### src/rtl/tlr_pkg.sv
package tlr_pkg;
    localparam int ADDR_W = 8;
    localparam int WORD_W = 16;
    localparam int NFLAG  = 4;

    // flag bit positions, also the limit slot order starting at A_LIM_BASE
    localparam int FLG_HI = 0;
    localparam int FLG_LO = 1;
    localparam int FLG_CR = 2;
    localparam int FLG_LC = 3;

    localparam logic [ADDR_W-1:0] A_ID0      = 8'h00;
    localparam logic [ADDR_W-1:0] A_ID1      = 8'h01;
    localparam logic [ADDR_W-1:0] A_CAP      = 8'h05;
    localparam logic [ADDR_W-1:0] A_CLR      = 8'h13;
    localparam logic [ADDR_W-1:0] A_ERRCLR   = 8'h14;
    localparam logic [ADDR_W-1:0] A_CFG      = 8'h1A;
    localparam logic [ADDR_W-1:0] A_LIM_BASE = 8'h1C;
    localparam logic [ADDR_W-1:0] A_TEMP_LO  = 8'h31;
    localparam logic [ADDR_W-1:0] A_TEMP_HI  = 8'h32;
    localparam logic [ADDR_W-1:0] A_STAT     = 8'h33;

    localparam logic [7:0] ID_BYTE0 = 8'h51;
    localparam logic [7:0] ID_BYTE1 = 8'h18;
    localparam logic [7:0] CAP_BYTE = 8'h02;

    typedef enum logic [0:0] {
        ST_IDLE = 1'b0,
        ST_EVAL = 1'b1
    } samp_state_e;
endpackage

### src/rtl/tlr_limit_bank.sv
module tlr_limit_bank
    import tlr_pkg::*;
#(
    parameter int TEMP_W  = 11,
    parameter int LSB_POS = 2,
    parameter int NLIM    = NFLAG
) (
    input  logic              clk,
    input  logic              rst_n,
    input  logic              wr_en,
    input  logic [ADDR_W-1:0] wr_addr,
    input  logic [7:0]        wr_data,
    input  logic [ADDR_W-1:0] rd_addr,
    output logic              rd_hit,
    output logic [7:0]        rd_byte,
    output logic [TEMP_W-1:0] lim_o [NLIM]
);
    localparam int PAD_W = WORD_W - TEMP_W - LSB_POS;

    logic [WORD_W-1:0] word_v [NLIM];
    logic [NLIM-1:0]   hit_v;
    logic [7:0]        byte_v [NLIM];

    generate
        for (genvar g = 0; g < NLIM; g++) begin : g_slot
            localparam logic [ADDR_W-1:0] LO_A = A_LIM_BASE + ADDR_W'(2 * g);
            localparam logic [ADDR_W-1:0] HI_A = LO_A + 1'b1;

            logic [TEMP_W-1:0] lim_q;
            logic [WORD_W-1:0] nxt_word;

            assign word_v[g] = {{PAD_W{1'b0}}, lim_q, {LSB_POS{1'b0}}};

            always_comb begin
                nxt_word = word_v[g];
                if (wr_en && wr_addr == LO_A) begin
                    nxt_word[7:0] = wr_data;
                end else if (wr_en && wr_addr == HI_A) begin
                    nxt_word[15:8] = wr_data;
                end
            end

            always_ff @(posedge clk) begin
                if (!rst_n) begin
                    lim_q <= '0;
                end else begin
                    lim_q <= nxt_word[LSB_POS +: TEMP_W];
                end
            end

            assign lim_o[g]  = lim_q;
            assign hit_v[g]  = (rd_addr == LO_A) || (rd_addr == HI_A);
            assign byte_v[g] = (rd_addr == LO_A) ? word_v[g][7:0] : word_v[g][15:8];
        end
    endgenerate

    always_comb begin
        rd_hit  = |hit_v;
        rd_byte = '0;
        for (int i = 0; i < NLIM; i++) begin
            if (hit_v[i]) begin
                rd_byte = rd_byte | byte_v[i];
            end
        end
    end
endmodule

### src/rtl/tlr_compare.sv
module tlr_compare
    import tlr_pkg::*;
#(
    parameter int TEMP_W = 11
) (
    input  logic [TEMP_W-1:0] temp_i,
    input  logic [TEMP_W-1:0] lim_i [NFLAG],
    output logic [NFLAG-1:0]  cond_o
);
    logic signed [TEMP_W-1:0] t_s;

    always_comb begin
        t_s            = $signed(temp_i);
        cond_o         = '0;
        cond_o[FLG_HI] = t_s > $signed(lim_i[FLG_HI]);
        cond_o[FLG_LO] = t_s < $signed(lim_i[FLG_LO]);
        cond_o[FLG_CR] = t_s > $signed(lim_i[FLG_CR]);
        cond_o[FLG_LC] = t_s < $signed(lim_i[FLG_LC]);
    end
endmodule

### src/rtl/tlr_sample_fsm.sv
module tlr_sample_fsm
    import tlr_pkg::*;
#(
    parameter int TEMP_W = 11
) (
    input  logic              clk,
    input  logic              rst_n,
    input  logic              samp_vld,
    input  logic [TEMP_W-1:0] samp_temp,
    input  logic              sens_dis,
    input  logic [NFLAG-1:0]  cond_i,
    output logic [TEMP_W-1:0] temp_o,
    output logic [NFLAG-1:0]  cond_o
);
    samp_state_e state_q, state_d;
    logic        accept;

    assign accept = (state_q == ST_IDLE) && samp_vld && !sens_dis;

    always_ff @(posedge clk) begin
        if (!rst_n) begin
            state_q <= ST_IDLE;
        end else begin
            state_q <= state_d;
        end
    end

    always_comb begin
        state_d = state_q;
        unique case (state_q)
            ST_IDLE: if (samp_vld && !sens_dis) state_d = ST_EVAL;
            ST_EVAL: state_d = ST_IDLE;
            default: state_d = ST_IDLE;
        endcase
    end

    always_ff @(posedge clk) begin
        if (!rst_n) begin
            temp_o <= '0;
            cond_o <= '0;
        end else begin
            if (accept) begin
                temp_o <= samp_temp;
            end
            if (sens_dis) begin
                cond_o <= '0;
            end else if (state_q == ST_EVAL) begin
                cond_o <= cond_i;
            end
        end
    end

    AST_EVAL_ONE_CYCLE: assert property (@(posedge clk) disable iff (!rst_n)
        state_q == ST_EVAL |=> state_q == ST_IDLE);
    AST_TEMP_FROZEN: assert property (@(posedge clk) disable iff (!rst_n)
        sens_dis |=> $stable(temp_o));
endmodule

### src/rtl/thermal_limit_regs.sv
module thermal_limit_regs
    import tlr_pkg::*;
#(
    parameter int TEMP_W  = 11,
    parameter int LSB_POS = 2
) (
    input  logic              clk,
    input  logic              rst_n,
    input  logic              samp_vld,
    input  logic [TEMP_W-1:0] samp_temp,
    input  logic [ADDR_W-1:0] bus_addr,
    input  logic [7:0]        bus_wdata,
    input  logic              bus_wr,
    input  logic              bus_rd,
    output logic [7:0]        bus_rdata,
    output logic [NFLAG-1:0]  alarm
);
    localparam int PAD_W = WORD_W - TEMP_W - LSB_POS;

    logic              sens_dis_q;
    logic [NFLAG-1:0]  status_q;
    logic [NFLAG-1:0]  clr_mask;
    logic [NFLAG-1:0]  cond_raw, cond_q;
    logic [TEMP_W-1:0] temp_q;
    logic [TEMP_W-1:0] lims [NFLAG];
    logic              lim_hit;
    logic [7:0]        lim_byte;
    logic [WORD_W-1:0] temp_word;
    logic [7:0]        rd_nxt;

    tlr_limit_bank #(.TEMP_W(TEMP_W), .LSB_POS(LSB_POS), .NLIM(NFLAG)) u_lim (
        .clk     (clk),
        .rst_n   (rst_n),
        .wr_en   (bus_wr),
        .wr_addr (bus_addr),
        .wr_data (bus_wdata),
        .rd_addr (bus_addr),
        .rd_hit  (lim_hit),
        .rd_byte (lim_byte),
        .lim_o   (lims)
    );

    tlr_compare #(.TEMP_W(TEMP_W)) u_cmp (
        .temp_i (temp_q),
        .lim_i  (lims),
        .cond_o (cond_raw)
    );

    tlr_sample_fsm #(.TEMP_W(TEMP_W)) u_fsm (
        .clk       (clk),
        .rst_n     (rst_n),
        .samp_vld  (samp_vld),
        .samp_temp (samp_temp),
        .sens_dis  (sens_dis_q),
        .cond_i    (cond_raw),
        .temp_o    (temp_q),
        .cond_o    (cond_q)
    );

    assign clr_mask  = (bus_wr && bus_addr == A_CLR) ? bus_wdata[NFLAG-1:0] : '0;
    assign temp_word = {{PAD_W{1'b0}}, temp_q, {LSB_POS{1'b0}}};

    always_ff @(posedge clk) begin
        if (!rst_n) begin
            sens_dis_q <= 1'b0;
            status_q   <= '0;
        end else begin
            if (bus_wr && bus_addr == A_CFG) begin
                sens_dis_q <= bus_wdata[0];
            end
            status_q <= (status_q & ~clr_mask) | (sens_dis_q ? '0 : cond_q);
        end
    end

    always_comb begin
        rd_nxt = lim_hit ? lim_byte : 8'h00;
        case (bus_addr)
            A_ID0:     rd_nxt = ID_BYTE0;
            A_ID1:     rd_nxt = ID_BYTE1;
            A_CAP:     rd_nxt = CAP_BYTE;
            A_CFG:     rd_nxt = {7'b0, sens_dis_q};
            A_TEMP_LO: rd_nxt = temp_word[7:0];
            A_TEMP_HI: rd_nxt = temp_word[15:8];
            A_STAT:    rd_nxt = {{(8 - NFLAG){1'b0}}, status_q};
            default:   ;
        endcase
    end

    always_ff @(posedge clk) begin
        if (!rst_n) begin
            bus_rdata <= '0;
        end else if (bus_rd) begin
            bus_rdata <= rd_nxt;
        end
    end

    assign alarm = status_q;

    AST_RD_HOLD: assert property (@(posedge clk) disable iff (!rst_n)
        !bus_rd |=> $stable(bus_rdata));
    AST_ID_READ: assert property (@(posedge clk) disable iff (!rst_n)
        (bus_rd && bus_addr == A_ID0) |=> bus_rdata == 8'h51);
    AST_STICKY: assert property (@(posedge clk) disable iff (!rst_n)
        !(bus_wr && bus_addr == A_CLR) |=> ((status_q & $past(status_q)) == $past(status_q)));
    AST_CLR_READ_ZERO: assert property (@(posedge clk) disable iff (!rst_n)
        (bus_rd && (bus_addr == A_CLR || bus_addr == A_ERRCLR)) |=> bus_rdata == 8'h00);
    AST_DIS_NO_SET: assert property (@(posedge clk) disable iff (!rst_n)
        sens_dis_q |=> ((status_q & ~$past(status_q)) == '0));
    AST_CFG_PAD: assert property (@(posedge clk) disable iff (!rst_n)
        (bus_rd && bus_addr == A_CFG) |=> bus_rdata[7:1] == 7'b0);
    AST_UNMAPPED_ZERO: assert property (@(posedge clk) disable iff (!rst_n)
        (bus_rd && bus_addr == 8'h40) |=> bus_rdata == 8'h00);
endmodule

### config.mk
export PLATFORM = sky130hd
export DESIGN_NAME = thermal_limit_regs
export DESIGN_NICKNAME = d
export VERILOG_FILES = /design/src/rtl/tlr_pkg.sv /design/src/rtl/tlr_limit_bank.sv /design/src/rtl/tlr_compare.sv /design/src/rtl/tlr_sample_fsm.sv /design/src/rtl/thermal_limit_regs.sv
export SDC_FILE = /design/constraint.sdc
export NUM_CORES = 1
export LEC_CHECK = 0
export BUFFER_PORTS_ARGS = -buffer_cell sky130_fd_sc_hd__buf_2
export CAP_MARGIN = 20
export CORE_MARGIN = 5
export CORE_UTILIZATION = 54
export CTS_CLUSTER_SIZE = 16
export DETAILED_ROUTE_END_ITERATION = 12
export PLACE_DENSITY_LB_ADDON = 0.15
export SLEW_MARGIN = 5
export SYNTH_ARGS = -nofsm -noshare
export SYNTH_HDL_FRONTEND = slang
export SYNTH_SLANG_ARGS = --single-unit
### constraint.sdc
create_clock -name clk -period 1.8 [get_ports clk]
set_clock_uncertainty 0.05 [all_clocks]
set_input_delay 0.36 -clock clk [delete_from_list [all_inputs] [get_ports clk]]
set_output_delay 0.36 -clock clk [all_outputs]
set_load 0.01 [all_outputs]
# Yosys cells after proc, flatten, opt, wreduce, memory -nomap -nowiden
# Index checks and enable logic that the tools add are counted.
# classes
addsub,0
multipliers,0
div_mod_pow,0
order_cmp,4
eq_ne,15
n_shift,0
mux,14
n_bitwise,12
reduce_logical,25
# op_table
operator,count
$mux W8,9
$eq A8 B6 Y1 const B,7
$pmux W8 S7,1
$eq A8 B5 Y1 const B,6
$or A8 B8 Y8,3
$gt A11 B11 Y1,2
$lt A11 B11 Y1,2
$logic_and A1 B1 Y1,13
$eq A8 B1 Y1 const B,1
$eq A8 B3 Y1 const B,1
$logic_not A8 Y1,1
$mux W4,2
$reduce_and A2 Y1,4
$not A1 Y1,6
$and A4 B4 Y4,1
$logic_or A1 B1 Y1,4
$not A4 Y4,1
$or A4 B4 Y4,1
$reduce_or A4 Y1,1
$pmux W1 S2,1
$reduce_or A2 Y1,1
$logic_not A1 Y1,1
$mux W1,1
# word_totals
register_bits,73
latch_bits,0
mem_bits_rw,0
romBits,0
inputBits,32
output_inout_bits,12
word_cells,84
mem_count,0

# Depth between registers and ports, before layout
# depth
ltp_word,11
ltp_mapped,7
mapped_depth_nobuf,7

# By module
# Synthesis repeated with hierarchy kept, for this count alone.
# unflattened
cells_unflattened,519
hier_area_um2,4768.3
# by_module_without_submodules
module,instances,cells_per_inst,area_per_inst_um2,seq_area_each_um2
tlr_limit_bank,1,208,2185.8,880.8
tlr_compare,1,149,1081.0,0.0
thermal_limit_regs,1,98,865.8,260.2
tlr_sample_fsm,1,64,635.6,320.3

# Worst setup path after synthesis
# OpenSTA, ideal clock, no wires.
# synth_path
kind,register -> register
from,register u_fsm.temp_o[8]
to,register u_fsm.cond_o[2]
setup_ps,126
arrival_ps,1522
t_required_ps,1624
setup_slack_ps,101
stages_incl_launch_ff,6
n_path_buf,0
period_less_slack_ps,1699
path_cell_list,dfxtp_1 > ha_1 > a21o_1 > a2111o_1 > nor4_1 > o21ai_0
# synth_between
elab_chain_cells,1
# synth_rtl
element,line_no,source
from (decl),tlr_sample_fsm.sv:12,"output logic [TEMP_W-1:0] temp_o,"
from (signal assigned),tlr_sample_fsm.sv:43,temp_o <= samp_temp;
$gt A11 B11 Y1,tlr_compare.sv:17,cond_o[FLG_CR] = t_s > $signed(lim_i[FLG_CR]);
to (signal assigned),tlr_sample_fsm.sv:48,cond_o <= cond_i;
to (decl),tlr_sample_fsm.sv:13,output logic [NFLAG-1:0] cond_o
# Every way passes these cells.
# A chain may end at the register's enable or synchronous reset.

# Worst setup path in the final report
# layout_path
from,register u_lim.g_slot[2].lim_q[8]
to,register u_fsm.cond_o[2]
# layout_between
elab_chain_cells,1
# layout_rtl
element,line_no,source
from (decl),tlr_limit_bank.sv:29,logic [TEMP_W-1:0] lim_q;
from (signal assigned),tlr_limit_bank.sv:47,lim_q <= nxt_word[LSB_POS +: TEMP_W];
$gt A11 B11 Y1,tlr_compare.sv:17,
# Every way passes these cells.

==> flow_metrics.tcl <==
set metrics [dict create \
    status "finished, final reports clean" \
    power_per_cell_area_nw_per_um2 691 \
    layout-drive-gt1-share_pct 22.5 \
    ctsLongestPathBuffers 2 \
    synth.lib_cells_used.distinct 55 \
    ctsHoldBuffers 0 \
    max_slew.worst_pin.slew_ns 0.590 \
    finish.utilization_pct 66.3 \
    critical-path-slowest-cell "a2111o_1" \
    synth-async-reset-ratio_pct 0 \
    cts.sink_count 73 \
    global_route_wire_length_before_repair_microns 20900 \
    hold-worst-slack_ns 0.185 \
    required_time_of_the_worst_setup_path_ns 2.00 \
    synth_sequential_area_ratio_pct 31.9 \
    min-delay-path-class "in -> reg" \
    critical-path-max-stage-delay_ns 0.44 \
    timing_max_transition_violations_final 0 \
    r2r-start "u_lim.g_slot[2].lim_q[8]" \
    post-dp-hpwl_microns 10200 \
    synth_flop_cell "dfxtp_1" \
    route.detailed.wl_per_inst_microns 18.6 \
    globalRoute.totalOverflow 0 \
    chipWidth_microns 102 \
    report.final.hold_viol_count 0 \
    layout.cell_area.non_filler_sq_um 5470 \
    detail_route.wirelength_microns 13000 \
    port_buffers 43 \
    max_freq_ghz 0.579 \
    dieArea_sq_um 10400 \
    rsz_0062_raised_after_global_routing "false" \
    postRouteAntennaNets 0 \
    via_count 4088 \
    hold_start "samp_temp[9]" \
    synth-seq-cells 73 \
    power.static_leakage_nw 2.29 \
    detail_route.first_pass.iterations 5 \
    worst_path_dominant_cell_family "compound AO/OA/AOI/OAI gates" \
    timing.final.setup_violations 0 \
    antenna-diode-count 0 \
    postSynthCellCount 513 \
    vdd_ir_drop_max_v 0.000456 \
    place.gp.congestion 0.961 \
    cts_tree "built" \
    timing.hold.worst_path_depth 3 \
    crit_path_cell_trace "inv_1 > ha_4 > a21o_1 > a2111o_1 > nor4_2 > o21ai_1" \
    drc 0 \
    r2r_setup_slack_ns 0.07 \
    min_to "u_fsm.temp_o[9]" \
    p_total_mw 3.78 \
    worst_skew_pair.late_latency_ns 0.36 \
    synth_enable_flop_cells 0 \
    synth_largest_type_area_fraction_pct 31.9 \
    area_growth_syn_to_layout_pct 19.3 \
    critPathBufInv 1 \
    synth_fp_nets 587 \
    clkSlewWorstSetupHoldPaths_ns 0.09 \
    worst-endpoint-arrival_ns 1.92 \
    r2r.worst_path.cells 6 \
    viasPerCell 5.84 \
    placed_cell_area_sq_um 5210 \
    min_period_over_period_pct 95.9 \
    synth_area_sq_um 4590 \
    starting_drc_count_in_detailed_routing 287 \
    cts-htree-levels 3 \
    library_cell_with_the_largest_summed_area_after_synthesis "dfxtp_1" \
    timing.rr.end "u_fsm.cond_o[2]" \
    grt_max_degree 72 \
    root_driver "clkbuf_8" \
    cts_inserted_buffers 9 \
    synth_top_cells_by_area "dfxtp_1 (32%), ha_1 (11%), mux2i_1 (10%)" \
    syn-mean-instance-area_sq_um 8.94 \
    rel_slew_slack_pct 60.7 \
    timing.critical_path.from_type "flop" \
    max-cap-violations 0 \
    crit_path_max_fanout 2 \
    start_util_pct 55.5 \
    placeableCoreArea_sq_um 8260 \
    row_count 33 \
    final.min_clock_period_ns 1.73 \
    nets_finish 664 \
    overall_track_demand_over_capacity_in_global_routing_pct 26.4 \
    dieHeight_microns 102 \
    cp-end-kind "flop" \
    grt_antenna_before_repair 0 \
    ios 44 \
    critical_path_class "reg -> reg" \
    yosysWarnings 0 \
    grt_pass1_vias 4036 \
]
==> Yosys cell counts, types with 5 or more instances <==
master	number
inv_1	44
a31oi_1	7
a21boi_0	16
a21oi_1	23
dfxtp_1	73
a21o_1	10
nor2b_1	53
nand3_1	10
clkbuf_1	15
nand2_1	53
nand4_1	6
ha_1	42
nor2_1	7
o21ai_0	23
nand2b_1	5
mux2i_1	48
buf_2	5
==> routing by layer <==
layer	share of wire, %	global-route usage [%]	vias up
met5	0	0	-
met4	2.7	8.58	0
li1	-	-	1966
met2	46	43.4	151
met3	7.2	5.60	32
met1	44	34.8	1939
==> report_power, final <==
group | internal (mW) | switching, mW | total [mW] | leakage [nW]
Clock | 0.838 | 0.697 | 1.53 | 0.119
Sequential | 1.65 | 0.0425 | 1.70 | 0.595
Combinational | 0.246 | 0.304 | 0.550 | 1.58
==> registers in the layout (all words and copies together), names as in the netlist <==
register,flops
u_lim.g_slot.lim_q,44
u_fsm.temp_o,11
u_fsm.cond_o,4
alarm,4
u_fsm.state_q,1
bus_rdata,8
sens_dis_q,1
==> cell usage in the layout, fill, tap and decap left out, drive strengths merged, types with 5 or more instances in the layout <==
| cell | count |
|---|---|
| inv | 46 |
| dfxtp | 73 |
| o21ai | 23 |
| a21o | 10 |
| nor3 | 6 |
| nand3 | 13 |
| a21oi | 24 |
| nand2 | 53 |
| ha | 42 |
| clkbuf | 10 |
| nand4 | 8 |
| nor2 | 7 |
| a21boi | 16 |
| nor2b | 53 |
| a31oi | 7 |
| nand2b | 5 |
| mux2i | 48 |
| buf | 90 |
==> per-stage QoR <==
step | cells | worst slack (ns) | TNS, ns
floorplan | 513 | 0.101 | 0
global placement | 684 | -0.178 | -2.90
detailed placement | 684 | -0.157 | -3.16
CTS | 700 | 0.00178 | 0
global route | 700 | 0.00104 | 0
finish | 700 | 0.0739 | 0
==> layout make-up <==
type,count,area [sq um]
repair buffers,90,606
multi-input cells,372,2870
inverters,44,165
clock inverters,6,97.6
fillers,723,2780
well taps,105,131
clock buffers,10,138
flip-flops and latches,73,1470
==> worst max-delay path by stage <==
stage,from,to,slack [ns],cells past startpoint
6_report,u_lim.g_slot[2].lim_q[8],u_fsm.cond_o[2],0.07,6
4_1_cts,u_fsm.temp_o[8],u_fsm.cond_o[2],0.002,5
5_1_grt,u_lim.g_slot[1].lim_q[10],u_fsm.cond_o[1],0.001,6
3_5_place_dp,bus_addr[0],u_lim.g_slot[2].lim_q[9],-0.16,6
2_1_floorplan,u_fsm.temp_o[8],u_fsm.cond_o[2],0.10,5
3_3_place_gp,bus_addr[0],u_lim.g_slot[2].lim_q[6],-0.18,6
==> what timing repair did <==
item                                    in CTS  in global routing
pin swaps                                    2                  3
endpoints found under the setup margin       1                  3
cloned                                       0                  0
buffers inserted                             0                  0
resized for setup                            5                  4
==> worst reg2reg max path, cell delays in order (launching register included) <==
cell and delay (ns):
dfxtp_2 0.33, inv_1 0.08, ha_4 0.20, a21o_1 0.15, a2111o_1 0.44, nor4_2 0.28, o21ai_1 0.08
==> cell families after synthesis <==
family,synth area share [%]
AND/OR/NAND/NOR,22.2
AO/OA/AOI/OAI,15.3
flip-flops,31.9
buffers and inverters,6.03
multiplexers,13.2
adder cells (fa/ha/maj),11.5
No activity file was read; power rests on OpenSTA's default activity.
